## config.mk

```make
export PLATFORM = sky130hd
export DESIGN_NAME = drv_sup_top
export DESIGN_NICKNAME = d
export VERILOG_FILES = /design/src/rtl/drv_sup_pkg.sv /design/src/rtl/drv_sup_short_latch.sv /design/src/rtl/drv_sup_wake_timer.sv /design/src/rtl/drv_sup_out_stage.sv /design/src/rtl/drv_sup_top.sv
export SDC_FILE = /design/constraint.sdc
export NUM_CORES = 1
export LEC_CHECK = 0
export ABC_AREA = 1
export BUFFER_PORTS_ARGS = -buffer_cell sky130_fd_sc_hd__buf_2
export CAP_MARGIN = 0
export CORE_MARGIN = 2
export CORE_UTILIZATION = 56
export CTS_CLUSTER_DIAMETER = 200
export DETAILED_ROUTE_END_ITERATION = 6
export PLACE_DENSITY_LB_ADDON = 0.3
export SETUP_SLACK_MARGIN = 0.5
export SLEW_MARGIN = 20
export SYNTH_ARGS = -nofsm -noshare
export SYNTH_HDL_FRONTEND = slang
export SYNTH_HIERARCHICAL = 1
export SYNTH_SLANG_ARGS = --single-unit
export TNS_END_PERCENT = 30
```

## constraint.sdc

```tcl
create_clock -name clk -period 1.5 [get_ports clk]
set_input_delay 0.225 -clock clk [delete_from_list [all_inputs] [get_ports clk]]
set_output_delay 0.225 -clock clk [all_outputs]
set_load 0.05 [all_outputs]
```

## src/rtl/drv_sup_pkg.sv

```systemverilog
package drv_sup_pkg;

    // Supply-side fault group, carried as one value through the block
    typedef struct packed {
        logic uv;
        logic ot;
        logic rg;
    } supply_flt_t;

    // Reasons the bridges are held off, apart from the short latches
    typedef struct packed {
        logic disabled;
        logic asleep;
        logic held;
        logic supply;
    } block_why_t;

    // Settle window in clock cycles, floor of one
    function automatic int unsigned settle_cycles(input int unsigned clk_hz,
                                                  input int unsigned us);
        int unsigned n;
        n = (clk_hz / 1000) * us / 1000;
        return (n == 0) ? 1 : n;
    endfunction

    function automatic logic any_supply(input supply_flt_t f);
        return f.uv | f.ot | f.rg;
    endfunction

    function automatic logic homing_supply(input supply_flt_t f);
        return f.uv | f.ot;
    endfunction

endpackage

```

## src/rtl/drv_sup_short_latch.sv

```systemverilog
module drv_sup_short_latch (
    input  logic clk,
    input  logic rst,
    input  logic armed,
    input  logic wake_edge,
    input  logic trip,
    output logic held_nxt,
    output logic held
);
    // A trip while armed sets the latch and wins over the clear on a wake edge
    always_comb begin
        held_nxt = (held & ~wake_edge) | (trip & armed);
    end

    always_ff @(posedge clk) begin
        if (rst) held <= 1'b0;
        else     held <= held_nxt;
    end
endmodule

```

## src/rtl/drv_sup_wake_timer.sv

```systemverilog
module drv_sup_wake_timer #(
    parameter int unsigned WAKE = 200000
) (
    input  logic clk,
    input  logic rst,
    input  logic awake,
    output logic ready
);
    localparam int unsigned CW = $clog2(WAKE + 1);
    localparam logic [CW-1:0] LOAD = CW'(WAKE);

    logic [CW-1:0] remain;

    always_ff @(posedge clk) begin
        if (rst || !awake)       remain <= LOAD;
        else if (remain != '0)   remain <= remain - 1'b1;
    end

    assign ready = (remain == '0);
endmodule

```

## src/rtl/drv_sup_out_stage.sv

```systemverilog
module drv_sup_out_stage
    import drv_sup_pkg::*;
#(
    parameter int unsigned NB = 2
) (
    input  logic            clk,
    input  logic            rst,
    input  block_why_t      why,
    input  supply_flt_t     sup,
    input  logic            awake,
    input  logic            xl_reset,
    input  logic [NB-1:0]   short_nxt,
    output logic [NB-1:0]   bridge_en,
    output logic            cp_en,
    output logic            home,
    output logic [NB+2:0]   stat
);
    logic common_ok;
    logic home_nxt;

    assign common_ok = ~(why.disabled | why.asleep | why.held | why.supply);
    assign home_nxt  = ~awake | xl_reset | homing_supply(sup) | (|short_nxt);

    always_ff @(posedge clk) begin
        if (rst) begin
            cp_en <= 1'b0;
            home  <= 1'b1;
            stat  <= '0;
        end else begin
            cp_en <= awake;
            home  <= home_nxt;
            stat  <= {sup.uv, sup.ot, sup.rg, short_nxt};
        end
    end

    for (genvar b = 0; b < NB; b++) begin : g_en
        always_ff @(posedge clk) begin
            if (rst) bridge_en[b] <= 1'b0;
            else     bridge_en[b] <= common_ok & ~short_nxt[b];
        end
    end
endmodule

```

## src/rtl/drv_sup_top.sv

```systemverilog
module drv_sup_top
    import drv_sup_pkg::*;
#(
    parameter int unsigned NB        = 2,
    parameter int unsigned CLK_HZ    = 200_000_000,
    parameter int unsigned SETTLE_US = 1000
) (
    input  logic            clk,
    input  logic            rst,
    input  logic            en_n,
    input  logic            sleep_n,
    input  logic            reset_n,
    input  logic            uv_flag,
    input  logic            ot_flag,
    input  logic            reg_flag,
    input  logic [NB-1:0]   stg_flag,
    output logic [NB-1:0]   bridge_en,
    output logic            cp_en,
    output logic            xlat_home,
    output logic            step_ok,
    output logic [NB+2:0]   fault_stat
);
    localparam int unsigned WAKE = settle_cycles(CLK_HZ, SETTLE_US);

    logic        sleep_q;
    logic        wake_edge;
    logic        timer_ready;
    logic [NB-1:0] short_nxt;
    logic [NB-1:0] short_q;
    supply_flt_t sup;
    block_why_t  why;

    // Previous sleep input; cleared by reset so power-up counts as a wake
    always_ff @(posedge clk) begin
        if (rst) sleep_q <= 1'b0;
        else     sleep_q <= sleep_n;
    end

    assign wake_edge = sleep_n & ~sleep_q;

    assign sup.uv = uv_flag;
    assign sup.ot = ot_flag;
    assign sup.rg = reg_flag;

    assign why.disabled = en_n;
    assign why.asleep   = ~sleep_n;
    assign why.held     = ~reset_n;
    assign why.supply   = any_supply(sup);

    for (genvar b = 0; b < NB; b++) begin : g_short
        drv_sup_short_latch u_latch (
            .clk      (clk),
            .rst      (rst),
            .armed    (sleep_n),
            .wake_edge(wake_edge),
            .trip     (stg_flag[b]),
            .held_nxt (short_nxt[b]),
            .held     (short_q[b])
        );
    end

    drv_sup_wake_timer #(.WAKE(WAKE)) u_timer (
        .clk  (clk),
        .rst  (rst),
        .awake(sleep_n),
        .ready(timer_ready)
    );

    drv_sup_out_stage #(.NB(NB)) u_out (
        .clk      (clk),
        .rst      (rst),
        .why      (why),
        .sup      (sup),
        .awake    (sleep_n),
        .xl_reset (~reset_n),
        .short_nxt(short_nxt),
        .bridge_en(bridge_en),
        .cp_en    (cp_en),
        .home     (xlat_home),
        .stat     (fault_stat)
    );

    assign step_ok = timer_ready & ~xlat_home;
endmodule

```

# == After elaboration in Yosys (flattened, before gate mapping) ==
# Cells that the tools add are included.
# totals
elab_cells,40
reg_bits,29
input_bits,10
# op_classes
reduce_logical,5
bitwise,26
addsub,1
# op_table
op,n
logical NOT 18 bit,1
nonzero test 18 bit,1
"subtractor 18 x 1 -> 18 bit, second input constant",1
OR 1 bit,10
bitwise AND 1 bit,8
inverter 1 bit,8
OR reduction 2 bit,1
logical NOT 1 bit,1
logical OR 1 bit,1

# == Depth between registers and ports, before layout ==
# depth
depth_word,7
depth_mapped,9
ltp_nobuf,9

# == Modules after synthesis ==
# Netlist, hierarchy kept.
# by_module_without_submodules
module,area_each_um2,n_inst,cells_each
drv_sup_wake_timer,1002.2,1,158
drv_sup_out_stage,280.3,1,35
drv_sup_short_latch,46.3,2,6
drv_sup_top,58.8,1,10

# == Worst setup path after synthesis ==
# Ideal clock, no wire load.
# synth_path
kind,flip-flop to output port
startpoint,register u_timer.remain[0]
endpoint,output port step_ok
setup_slack_ns,-0.472
stages_incl_launch_ff,9
n_path_buf,0
arrival_time_ns,1.747
path_cell_list,dfxtp_1 > inv_1 > ha_1 > nand2_2 > nor2_4 > nand3_4 > inv_1 > inv_1 > nor2_1
# synth_via
elab_chain_cells,2
# synth_lines
item,line,source
"start, declared",drv_sup_wake_timer.sv:12,logic [CW-1:0] remain;
"start signal, assigned",drv_sup_wake_timer.sv:16,else if (remain != '0) remain <= remain - 1'b1;
logical NOT 18 bit,drv_sup_wake_timer.sv:19,assign ready = (remain == '0);
named net timer_ready,drv_sup_top.sv:27,logic timer_ready;
bitwise AND 1 bit,drv_sup_top.sv:83,assign step_ok = timer_ready & ~xlat_home;
"end, declared",drv_sup_top.sv:20,"output logic step_ok,"
# The timed path passes the listed nets, and every way through them passes these cells.

# == Final worst setup path ==
# layout_path
startpoint,register u_timer.remain[12]
endpoint,output port step_ok
# The elaborated chain is that of the path after synthesis.

==> key figures <==
Finish
  • Layout cell share with drive strength beyond 1: 0.484
  • Post-Layout Inst Area: 2240 um2
  • Area grow syn2layout: 56.4%
  • Layout net count: 289
  • # diodes: 0

CTS
  • Num CTS Buffers: 5
  • Clock transition at path regs: 0.11 ns
  • Clk buf depth: 2
  • Clock sinks: 30
  • CTS tree: yes
  • CTS Root Cell: clkbuf_4
  • H-tree Lvls: 2
  • Clock Latency Late Sink: roughly 0.33 ns

Synthesis
  • Synthesized cell area: 1430 um2
  • Most frequent cell after synthesis: nand2_1
  • Syn_area_per_cell: 6.67 um2
  • Synth top area cells: dfxtp_1, nand2_1, nor2_1
  • Most used flip-flop cell after synthesis: dfxtp_1
  • Synth area leader: dfxtp_1
  • Top post-synthesis cells by count: nand2_1, nor2_1, inv_1
  • Post-synth EDFFs: 0
  • Register area share after synthesis: 0.419
  • FFs w/ async S/R, synth: 0
  • Synthesized Nets: roughly 230
  • Synth Instances: between 200 and 250
  • Ys Warns: 6
  • Library cells used by synthesis: 22
  • Synth Register Bits: 30
  • Yosys top cell area share: 0.419

STA
  • Achievable Freq: 552 MHz
  • Final Hold Viols: 0
  • Clock skew: between 0.015 and 0.02 ns
  • Smallest hold slack: 0.0894 ns
  • # setup viols final: 7
  • Unrepaired setup endpoints after global routing: yes
  • Worst slew pin tran: 0.518 ns
  • Post-route clock period utilization: 1.21
  • Slew Viols, Final: 0
  • Slew HR: 0.654
  • Clock period minus worst slack: 1.81 ns
  • Final worst setup slack: -0.313 ns

Job
  • Max-Cap Viols: 0

Drt
  • WL/cell: about 17 um
  • Vias per cell: 5.69
  • DRT Pass-1 Iters: 5
  • Initial drt markers: 105
  • Final ANT Viol Nets: 0
  • DR DRC count: 0
  • Total Wirelength: 5.34 mm
  • Vias: 1,757

Critical path
  • Worst R2R End: u_timer/remain[16]
  • CP required: 1.27 ns
  • Worst path max stage delay: between 0.3 and 0.4 ns
  • Crit path max fanout: 2
  • Reg-to-Reg Start: u_timer/remain[5]
  • Reg2Reg Setup Slack: -0.25 ns
  • CP cell instances: nor2_2, nand2_2, nor2_4, nand3_4, inv_2, inv_2, nor2_4, buf_8
  • WP data arrival: approximately 1.6 ns
  • Reg2reg path depth: 12
  • Crit. End Element: output pin
  • Max stage delay cell, worst path: dfxtp_1
  • Setup crit start kind: flop
  • WS Path Type: flop to output pin

Worst hold path
  • Hold Path Origin: reg_flag
  • Worst Hold Class: input port to flop
  • Worst Hold Depth: 3
  • Hold Crit Endpoint: u_out/stat[2]

Die
  • Rows: 18
  • Die area: approximately 3000 um2
  • Chip Height: 54.6 um
  • Initial core utilization: 0.584
  • Core area: between 2000 and 2500 um2
  • Die width: 54.6 um
  • I/O Pins: 20

Placed design
  • DP Worst Slack: 0.0128 ns
  • PortBufs: 19
  • Hpwl dp: 2.17 mm
  • GP Congestion: 0.788
  • Dpl cell area: around 1700 um2

Global routing
  • Largest net degree at the start of global routing: 17
  • Global-route wire length before repair: 6.14 mm
  • GRT overflow: 0
  • Initial antenna violation count: 0
  • Overall global routing resource usage: 0.297
  • Vias in the first global route: around 1,400

Power
  • LEAKAGE: roughly 0.0011 uW
  • Power Total: 1870 uW
  • VDD IR max: approximately 1.1 mV
  • Power density over the cells: 835 nW/um2

Run status
  • Failing checks: setup timing
  • Outcome: complete, but fails checks
[metrics by stage]
step           utilization  TNS (ns)  std cells
5_1_grt              0.913     -2.36        309
3_3_place_gp         0.690         0        277
6_report             0.913     -1.27        309
4_1_cts              0.841    -0.275        300
2_1_floorplan            -         0        215
3_5_place_dp         0.690         0        277
[per-layer routing]
metal | up-vias | global-route usage | wire [um]
li1 | 774 | - | -
met1 | 800 | 0.315 | 1780
met2 | 145 | 0.522 | 2860
met3 | 38 | 0.0929 | 429
met4 | 0 | 0.154 | 266
met5 | - | 0 | 0
[state kept, by name, indices dropped and copies added, names as in the netlist]
register,flops
u_timer/remain,18
sleep_q,1
u_out/cp_en,1
u_out/bridge_en,2
g_short.u_latch/held,2
u_out/stat,5
u_out/home,1
[logic make-up after synthesis]
group                    Yosys count  share of synthesized area
buffers and inverters             37                      0.102
AND/OR/NAND/NOR                  133                      0.408
AO/OA/AOI/OAI                     11                     0.0436
flip-flops                        30                      0.419
adder cells (fa/ha/maj)            1                    0.00872
XOR/XNOR                           3                     0.0183
[what timing repair did]
item                       in CTS  in global routing
hold buffers                    0                  0
setup endpoints to repair      28                 30
setup buffers                  15                  9
gates cloned                    0                  0
pin swaps                      15                 26
resized for setup              62                 32
[report_power, final]
group | switching (uW) | internal [uW]
Combinational | 231 | 167
Sequential | 28.8 | 828
Clock | 298 | 320
Total | 558 | 1320
[final cells by class]
| type | count | area [um2] |
|---|---|---|
| clock buffers | 8 | 78.8 |
| multi-input cells | 148 | 866 |
| flip-flops and latches | 30 | 628 |
| repair buffers | 58 | 500 |
| inverters | 35 | 131 |
| fillers | 95 | 213 |
| well taps | 30 | 37.5 |
[critical path: cells and delay by family (launching register included)]
family	cells	cell delay [ns]
AND/OR/NAND/NOR	5	0.62
flip-flops	1	0.34
buffers and inverters	3	0.28
[worst max-delay path by stage]
stage	to	cells after the start	from
after floorplan	step_ok	8	u_timer/remain[1]
after global placement	step_ok	8	u_timer/remain[10]
after detailed placement	step_ok	8	u_timer/remain[7]
after CTS	step_ok	9	u_timer/remain[0]
after global routing	step_ok	8	u_timer/remain[12]
final	step_ok	8	u_timer/remain[12]
[cells in the final DEF (no fill, tap or decap), types with 4 or more instances in the layout]
cell | netlist | routed
buf_2 | 0 | 10
buf_4 | 0 | 33
buf_6 | 1 | 6
buf_8 | 0 | 9
clkbuf_4 | 0 | 5
dfxtp_1 | 30 | 12
dfxtp_2 | 0 | 16
inv_1 | 33 | 26
inv_2 | 2 | 9
nand2_1 | 51 | 45
nand2_2 | 5 | 8
nand3_1 | 13 | 8
nand3_2 | 0 | 4
nor2_1 | 50 | 37
nor2_2 | 5 | 6
nor2_4 | 2 | 14
o21ai_0 | 5 | 4
No activity file was read; power rests on OpenSTA's default activity.
